File: src/rtl/mbox_send_pkg.sv
package mbox_send_pkg;

  localparam int unsigned REG_W = 32;
  localparam int unsigned MSG_W = 64;
  localparam int unsigned ADDR_W = 8;
  localparam int unsigned FIELD_W = 8;

  localparam logic [ADDR_W-1:0] OFF_TARGET = 8'h00;
  localparam logic [ADDR_W-1:0] OFF_LOW    = 8'h04;
  localparam logic [ADDR_W-1:0] OFF_HIGH   = 8'h08;
  localparam logic [ADDR_W-1:0] OFF_LAUNCH = 8'h0C;
  localparam logic [ADDR_W-1:0] OFF_CLEAR  = 8'h10;
  localparam logic [ADDR_W-1:0] OFF_STATUS = 8'h14;
  localparam logic [ADDR_W-1:0] OFF_IRQ    = 8'h18;
  localparam logic [ADDR_W-1:0] OFF_MASK   = 8'h1C;

  typedef struct packed {
    logic             wrLow;
    logic             wrHigh;
    logic             wrTarget;
    logic             launch;
    logic             clrFlags;
    logic             clrIrq;
    logic             wrMask;
    logic [REG_W-1:0] wdata;
  } ctlStrobes_t;

  typedef enum logic [2:0] {
    SEL_TARGET,
    SEL_LOW,
    SEL_HIGH,
    SEL_STATUS,
    SEL_IRQ,
    SEL_MASK,
    SEL_ZERO
  } rdSel_t;

endpackage

File: src/rtl/mbox_dst_fifo.sv
module mbox_dst_fifo #(
  parameter int unsigned DEPTH = 4,
  parameter int unsigned WIDTH = 64
) (
  input  logic             clk,
  input  logic             rstN,
  input  logic             push,
  input  logic [WIDTH-1:0] pushData,
  input  logic             pop,
  output logic             valid,
  output logic             full,
  output logic [WIDTH-1:0] headData
);

  localparam int unsigned PTR_W = (DEPTH > 1) ? $clog2(DEPTH) : 1;
  localparam int unsigned CNT_W = $clog2(DEPTH + 1);

  logic [WIDTH-1:0] mem [DEPTH];
  logic [PTR_W-1:0] wrPtr, rdPtr;
  logic [CNT_W-1:0] count;
  logic doPush, doPop;

  assign valid    = (count != '0);
  assign full     = (count == CNT_W'(DEPTH));
  assign doPush   = push && !full;
  assign doPop    = pop && valid;
  assign headData = mem[rdPtr];

  function automatic logic [PTR_W-1:0] nextPtr(input logic [PTR_W-1:0] p);
    return (p == PTR_W'(DEPTH - 1)) ? '0 : p + 1'b1;
  endfunction

  always_ff @(posedge clk or negedge rstN) begin
    if (!rstN) begin
      wrPtr <= '0;
      rdPtr <= '0;
      count <= '0;
    end else begin
      if (doPush) wrPtr <= nextPtr(wrPtr);
      if (doPop)  rdPtr <= nextPtr(rdPtr);
      case ({doPush, doPop})
        2'b10:   count <= count + 1'b1;
        2'b01:   count <= count - 1'b1;
        default: count <= count;
      endcase
    end
  end

  always_ff @(posedge clk) begin
    if (doPush) mem[wrPtr] <= pushData;
  end

  AST_FIFO_COUNT_BOUND: assert property (@(posedge clk) disable iff (!rstN)
    count <= CNT_W'(DEPTH));

  AST_FULL_PUSH_KEEPS: assert property (@(posedge clk) disable iff (!rstN)
    (full && push && !pop) |=> (full && $stable(headData)));

  AST_EMPTY_POP_IGNORED: assert property (@(posedge clk) disable iff (!rstN)
    (!valid && pop && !push) |=> !valid);

endmodule

File: src/rtl/mbox_send_ctl.sv
module mbox_send_ctl
  import mbox_send_pkg::*;
(
  input  logic              reqValid,
  input  logic              reqWrite,
  input  logic [ADDR_W-1:0] reqAddr,
  input  logic [REG_W-1:0]  reqWdata,
  output ctlStrobes_t       stb,
  output rdSel_t            rdSel
);

  logic wrEn;
  assign wrEn = reqValid && reqWrite;

  always_comb begin
    stb          = '0;
    stb.wdata    = reqWdata;
    stb.wrTarget = wrEn && (reqAddr == OFF_TARGET);
    stb.wrLow    = wrEn && (reqAddr == OFF_LOW);
    stb.wrHigh   = wrEn && (reqAddr == OFF_HIGH);
    stb.launch   = wrEn && (reqAddr == OFF_LAUNCH) && reqWdata[0];
    stb.clrFlags = wrEn && (reqAddr == OFF_CLEAR);
    stb.clrIrq   = wrEn && (reqAddr == OFF_IRQ);
    stb.wrMask   = wrEn && (reqAddr == OFF_MASK);
  end

  always_comb begin
    case (reqAddr)
      OFF_TARGET: rdSel = SEL_TARGET;
      OFF_LOW:    rdSel = SEL_LOW;
      OFF_HIGH:   rdSel = SEL_HIGH;
      OFF_STATUS: rdSel = SEL_STATUS;
      OFF_IRQ:    rdSel = SEL_IRQ;
      OFF_MASK:   rdSel = SEL_MASK;
      default:    rdSel = SEL_ZERO;
    endcase
  end

endmodule

File: src/rtl/mbox_send_dp.sv
module mbox_send_dp
  import mbox_send_pkg::*;
#(
  parameter int unsigned NUM_DST = 8,
  parameter int unsigned DEPTH   = 4
) (
  input  logic                     clk,
  input  logic                     rstN,
  input  ctlStrobes_t              stb,
  input  rdSel_t                   rdSel,
  input  logic [NUM_DST-1:0]       dstPop,
  output logic [REG_W-1:0]         rdData,
  output logic [NUM_DST-1:0]       dstValid,
  output logic [NUM_DST*MSG_W-1:0] dstData,
  output logic                     irq
);

  localparam int unsigned ID_W = (NUM_DST > 1) ? $clog2(NUM_DST) : 1;

  logic [REG_W-1:0]   msgLow, msgHigh;
  logic [ID_W-1:0]    targetId;
  logic [2:0]         maskReg;
  logic [NUM_DST-1:0] deliv, drop, fifoFull, delivEv, dropEv, pushVec;
  logic [NUM_DST-1:0] clrDeliv, clrDrop;
  logic               irqPend, srcActive;

  always_ff @(posedge clk or negedge rstN) begin
    if (!rstN) begin
      msgLow   <= '0;
      msgHigh  <= '0;
      targetId <= '0;
      maskReg  <= 3'b111;
    end else begin
      if (stb.wrLow)    msgLow   <= stb.wdata;
      if (stb.wrHigh)   msgHigh  <= stb.wdata;
      if (stb.wrTarget) targetId <= stb.wdata[ID_W-1:0];
      if (stb.wrMask)   maskReg  <= stb.wdata[2:0];
    end
  end

  for (genvar d = 0; d < NUM_DST; d++) begin : g_dst
    assign pushVec[d] = stb.launch && (targetId == ID_W'(d));
    assign dropEv[d]  = pushVec[d] && fifoFull[d];
    assign delivEv[d] = dstPop[d] && dstValid[d];

    mbox_dst_fifo #(
      .DEPTH (DEPTH),
      .WIDTH (MSG_W)
    ) u_fifo (
      .clk      (clk),
      .rstN     (rstN),
      .push     (pushVec[d]),
      .pushData ({msgHigh, msgLow}),
      .pop      (dstPop[d]),
      .valid    (dstValid[d]),
      .full     (fifoFull[d]),
      .headData (dstData[d*MSG_W +: MSG_W])
    );
  end

  assign clrDeliv = stb.clrFlags ? stb.wdata[2*FIELD_W +: NUM_DST] : '0;
  assign clrDrop  = stb.clrFlags ? stb.wdata[FIELD_W +: NUM_DST]   : '0;

  always_ff @(posedge clk or negedge rstN) begin
    if (!rstN) begin
      deliv <= '0;
      drop  <= '0;
    end else begin
      deliv <= (deliv & ~clrDeliv) | delivEv;
      drop  <= (drop & ~clrDrop) | dropEv;
    end
  end

  assign srcActive = ((|deliv) && !maskReg[2]) || ((|drop) && !maskReg[1]);

  always_ff @(posedge clk or negedge rstN) begin
    if (!rstN) irqPend <= 1'b0;
    else       irqPend <= srcActive || (irqPend && !(stb.clrIrq && stb.wdata[0]));
  end

  assign irq = irqPend && !maskReg[0];

  logic [FIELD_W-1:0] busyField, dropField, delivField;
  always_comb begin
    busyField  = '0;
    dropField  = '0;
    delivField = '0;
    busyField[NUM_DST-1:0]  = dstValid;
    dropField[NUM_DST-1:0]  = drop;
    delivField[NUM_DST-1:0] = deliv;
  end

  always_comb begin
    case (rdSel)
      SEL_TARGET: rdData = REG_W'(targetId);
      SEL_LOW:    rdData = msgLow;
      SEL_HIGH:   rdData = msgHigh;
      SEL_STATUS: rdData = {{(REG_W-3*FIELD_W){1'b0}}, delivField, dropField, busyField};
      SEL_IRQ:    rdData = {{(REG_W-1){1'b0}}, irqPend};
      SEL_MASK:   rdData = {{(REG_W-3){1'b0}}, maskReg};
      default:    rdData = '0;
    endcase
  end

  AST_DROP_FLAG_SETS: assert property (@(posedge clk) disable iff (!rstN)
    (dropEv != '0) |=> ((drop & $past(dropEv)) == $past(dropEv)));

  AST_DELIV_FLAG_SETS: assert property (@(posedge clk) disable iff (!rstN)
    (delivEv != '0) |=> ((deliv & $past(delivEv)) == $past(delivEv)));

  AST_CLEAR_KEEPS_BUSY: assert property (@(posedge clk) disable iff (!rstN)
    (stb.clrFlags && !stb.launch && dstPop == '0) |=> $stable(dstValid));

  AST_PEND_QUIET: assert property (@(posedge clk) disable iff (!rstN)
    (!irqPend && !srcActive) |=> !irqPend);

  AST_IRQ_NEEDS_PEND: assert property (@(posedge clk) disable iff (!rstN)
    irq |-> irqPend);

endmodule

File: src/rtl/mbox_send_ctrl.sv
module mbox_send_ctrl
  import mbox_send_pkg::*;
#(
  parameter int unsigned NUM_DST = 8,
  parameter int unsigned DEPTH   = 4
) (
  input  logic                     clk,
  input  logic                     rstN,
  input  logic                     reqValid,
  input  logic                     reqWrite,
  input  logic [ADDR_W-1:0]        reqAddr,
  input  logic [REG_W-1:0]         reqWdata,
  output logic [REG_W-1:0]         rspRdata,
  output logic [NUM_DST-1:0]       dstValid,
  output logic [NUM_DST*MSG_W-1:0] dstData,
  input  logic [NUM_DST-1:0]       dstPop,
  output logic                     irq
);

  ctlStrobes_t stb;
  rdSel_t      rdSel;

  mbox_send_ctl u_ctl (
    .reqValid (reqValid),
    .reqWrite (reqWrite),
    .reqAddr  (reqAddr),
    .reqWdata (reqWdata),
    .stb      (stb),
    .rdSel    (rdSel)
  );

  mbox_send_dp #(
    .NUM_DST (NUM_DST),
    .DEPTH   (DEPTH)
  ) u_dp (
    .clk      (clk),
    .rstN     (rstN),
    .stb      (stb),
    .rdSel    (rdSel),
    .dstPop   (dstPop),
    .rdData   (rspRdata),
    .dstValid (dstValid),
    .dstData  (dstData),
    .irq      (irq)
  );

  initial begin
    AST_DST_FITS_FIELD: assert (NUM_DST >= 1 && NUM_DST <= FIELD_W);
  end

endmodule

File: config.mk
export PLATFORM = sky130hd
export DESIGN_NAME = mbox_send_ctrl
export DESIGN_NICKNAME = d
export VERILOG_FILES = /design/src/rtl/mbox_send_pkg.sv /design/src/rtl/mbox_dst_fifo.sv /design/src/rtl/mbox_send_ctl.sv /design/src/rtl/mbox_send_dp.sv /design/src/rtl/mbox_send_ctrl.sv
export SDC_FILE = /design/constraint.sdc
export NUM_CORES = 2
export LEC_CHECK = 0
export ABC_CLOCK_PERIOD_IN_PS = 3850
export CORE_MARGIN = 2
export CORE_UTILIZATION = 53
export CTS_BUF_LIST = sky130_fd_sc_hd__clkbuf_16
export DETAILED_ROUTE_END_ITERATION = 7
export PLACE_DENSITY = 0.76
export SLEW_MARGIN = 0
export SYNTH_ARGS = -nofsm -noshare
export SYNTH_HDL_FRONTEND = slang
export SYNTH_SLANG_ARGS = --single-unit
File: constraint.sdc
create_clock -name clk -period 3.85 [get_ports clk]
set_clock_uncertainty 0.2 [all_clocks]
set_input_delay 0.5775 -clock clk [delete_from_list [all_inputs] [get_ports clk]]
set_output_delay 0.5775 -clock clk [all_outputs]
set_load 0.05 [all_outputs]
==> reports/metrics.yaml <==
logic_synthesis:
  ys_seq_area_share_pct: 80.09
  synthCells: 3377
  synth-edff-count: 2048
  yosysWarnings: 0
  avgSynthCellArea_um2: 24.06
  ys_ff_latch: 2191
  synth_area_um2: 81260
  ys_types: 56
  synthesis.nets: 3486
  async_reset_ff_share_pct: 6.527
  ys.flop_type: "edfxtp_1"
placement:
  dpl.cell_count: 6134
  pre_cts_ws_ns: -0.3973
  port_buffers: 604
  placed_cell_area_um2: 93390
  place.gp.congestion: 0.9159
  dpl.hpwl_um: 153900
route:
  drt_wl_total_um: 241300
  initialDrtViolationCount: 6528
  via_count: 42014
  firstDrtPassIters: 8
  ant_nets: 0
  drc: 9
  wl_per_cell_um: 36.65
  viasPerCell: 6.382
clocking:
  clock_sinks: 2191
  clk_pin_slew_ns: 0.06
  cts_tree: "yes"
  cts_made_buffers: 205
  clkLatencyLatePin_ns: 0.85
  root_buffer: "clkbuf_16"
  htree_levels: 4
  cts_buffer_depth: 3
critical_path:
  path_max_fanout: 12
  ff2ff_setup_slack_ns: 0.58
  endpoint_kind: "primary output"
  worstReg2RegEnd: "u_dp.g_dst[1].u_fifo.count[2]"
  worstSetupStartpoint: "u_dp.g_dst[3].u_fifo.rdPtr[0]"
  crit_family: "buffers and inverters"
  cp_slowest_cell: "clkdlybuf4s50_1"
  critPathArrivalTime_ns: 3.05
  cpPeakStageDelay_ns: 0.75
  crit_chain: "buf_12 > buf_12 > mux4_2 > clkdlybuf4s50_1"
  crit_path_end: "dstData[245]"
  start_kind: "register"
  worstReg2RegStart: "u_dp.g_dst[1].u_fifo.count[0]"
  critPathBufInv: 3
  cp_common_cell: "buf_12"
  path_class: "register to primary output"
  required_ns: 3.07
  cp.depth: 4
  r2r_cells: 9
global_route:
  antenna_found_initial: 32
  grt_max_degree: 65
  grt_pass1_wl_um: 329900
  grt_usage_pct: 30.89
  grt_pass1_vias: 41238
  gr-total-overflow: 0
flow_run:
  maxCapViolCount: 0
status:
  run_status: "complete, but fails checks"
  violations: "DRC"
sta:
  max_slew_margin_pct: 13.11
  finalCritPeriodShare_pct: 99.31
  grt_setup_unrepaired: "no"
  drv_slew: 0
  fmax_ghz: 0.2615
  tightest_slew_ns: 1.303
  setup_ws_ns: 0.02658
  period_needed_ns: 3.823
  hold_viol: 0
  setup_viol: 0
floorplanning:
  start_util_pct: 53.43
  die-width_um: 395.6
  die_y_um: 395.6
  dieArea_um2: 156500
  num_rows: 143
  num_io_pins: 605
  fp.coreArea_um2: 152100
power:
  vdd_ir_drop_max_mv: 0.6156
  power_density_nw_per_um2: 695.7
  cellLeakagePower_nw: 36.18
cells_and_area:
  nets: 4473
  final_area_um2: 100700
  syn2layout_area_growth_pct: 23.89
  fin_cells: 6583
  fillers: 9537
  drive_gt1_share_pct: 30.06
worst_hold_path:
  worstHoldPathType: "input port to async pin"
==> synthesized netlist by cell type (8+ instances only) <==
cell type	count	area, µm²
edfxtp_1	2048	61500
mux4_2	512	11530
dfrtp_1	140	3503
mux2_2	95	1070
buf_1	70	262.8
clkbuf_1	70	262.8
inv_1	57	214.0
ha_1	49	613.1
nand2_1	44	165.2
nor2_1	44	165.2
and2_1	30	187.7
o21ai_0	18	90.09
a222oi_1	17	170.2
xor2_1	16	140.1
a21o_1	15	112.6
nor4_1	12	75.07
and3_1	11	68.82
nor3_1	11	55.05
or3_1	11	68.82
a32o_1	10	100.1
nand3_1	9	45.04
buf_4	8	60.06
fa_1	8	160.2
xnor2_1	8	70.07
==> logic make-up (layout without fill, tap and decap cells) <==
family | Yosys count | in the layout | share of synthesized area [%]
DFF | 2191 | 2191 | 80.09
muxes | 610 | 610 | 15.54
buffers and inverters | 210 | 1374 | 1.015
and+or+nand+nor | 194 | 194 | 1.241
AOI/OAI and AO/OA | 91 | 91 | 0.8946
adders and majority gates | 57 | 57 | 0.9516
xor gates and xnor gates | 24 | 24 | 0.2587
other | 0 | 12 | 0
==> through the flow <==
stage	total power (W)	TNS (ns)	hold WS (ns)	util, %
2_1_floorplan	0.04150	-0.2935	0.08191	-
3_3_place_gp	0.05028	-23.89	0.2704	61.41
3_5_place_dp	0.05035	-29.68	0.2850	61.41
4_1_cts	0.07019	0	0.1146	66.05
5_1_grt	0.07165	0	0.1610	66.18
6_report	0.07003	0	0.1167	66.19
==> worst register-to-register path, stage by stage, from the launching register on <==
cell	delay (ns)
dfrtp_1	0.43
or3_1	0.59
nand2_1	0.41
inv_1	0.36
ha_1	0.24
inv_1	0.07
fa_1	0.39
xor2_1	0.16
nor2_1	0.15
xor2_1	0.19
==> worst min path at each step <==
stage	to	cells after the start	slack, ns
final	u_dp.msgHigh[28]	2	0.12
after floorplan	u_dp.deliv[0]	0	0.08
after detailed placement	u_dp.g_dst[0].u_fifo.count[0]	1	0.28
after global placement	u_dp.g_dst[0].u_fifo.count[2]	1	0.27
after CTS	u_dp.msgHigh[28]	2	0.11
after global routing	u_dp.msgHigh[28]	2	0.16
==> cell usage in the layout (no fill, tap or decap), types with 16 or more instances in the layout <==
cell type        count
clkdlybuf4s50_1    284
mux2_2              95
buf_4              200
dfrtp_1            124
dlymetal6s2s_1      24
ha_1                48
nand2_1             44
buf_12             162
nor2_4              17
a222oi_1            17
inv_1              106
clkinv_2            35
edfxtp_1          2048
nor2_1              25
dfrtp_4             16
clkbuf_16          208
bufinv_16           22
clkinv_1            47
xor2_1              16
and2_4              28
dlygate4sd2_1      253
mux4_2             512
==> sequential cells by signal, summed over array words and instances (netlist names) <==
register	cells
u_dp.g_dst.u_fifo.count	24
u_dp.g_dst.u_fifo.mem	2048
u_dp.deliv	8
u_dp.targetId	3
u_dp.drop	8
u_dp.g_dst.u_fifo.rdPtr	16
u_dp.msgLow	32
u_dp.msgHigh	32
u_dp.irqPend	1
u_dp.maskReg	3
u_dp.g_dst.u_fifo.wrPtr	16
==> cell type report <==
cell class              instances  area, µm²  share of cell area (%)
diodes                         12      30.03                 0.02983
multi-input cells             976      15740                   15.64
well taps                    2030       2540                   2.523
clock inverters               177       1535                   1.525
clock buffers                 207       5180                   5.146
inverters                      57      214.0                  0.2125
repair buffers                933      10280                   10.22
flip-flops and latches       2191      65140                   64.71
==> power by group <==
part,internal [W],switching [W]
Combinational,0.00771,0.0155
Clock,0.0113,0.00887
Sequential,0.0261,0.000560
Total,0.0451,0.0249
==> routing by layer <==
metal  wire length (µm)  track usage, %
met5                 97               0
met4               7300           9.377
met3              34810           10.80
met2             113400           47.28
met1              85660           42.32
==> what timing repair did <==
item                                    CTS  global route
hold endpoints to repair                 61             0
gates resized for setup                 264            29
buffers inserted                         45             6
hold buffers                              1             0
pin swaps                                 3             4
endpoints found under the setup margin  508            46
cloned                                    0             1
Power figures use the tool's default switching activity.
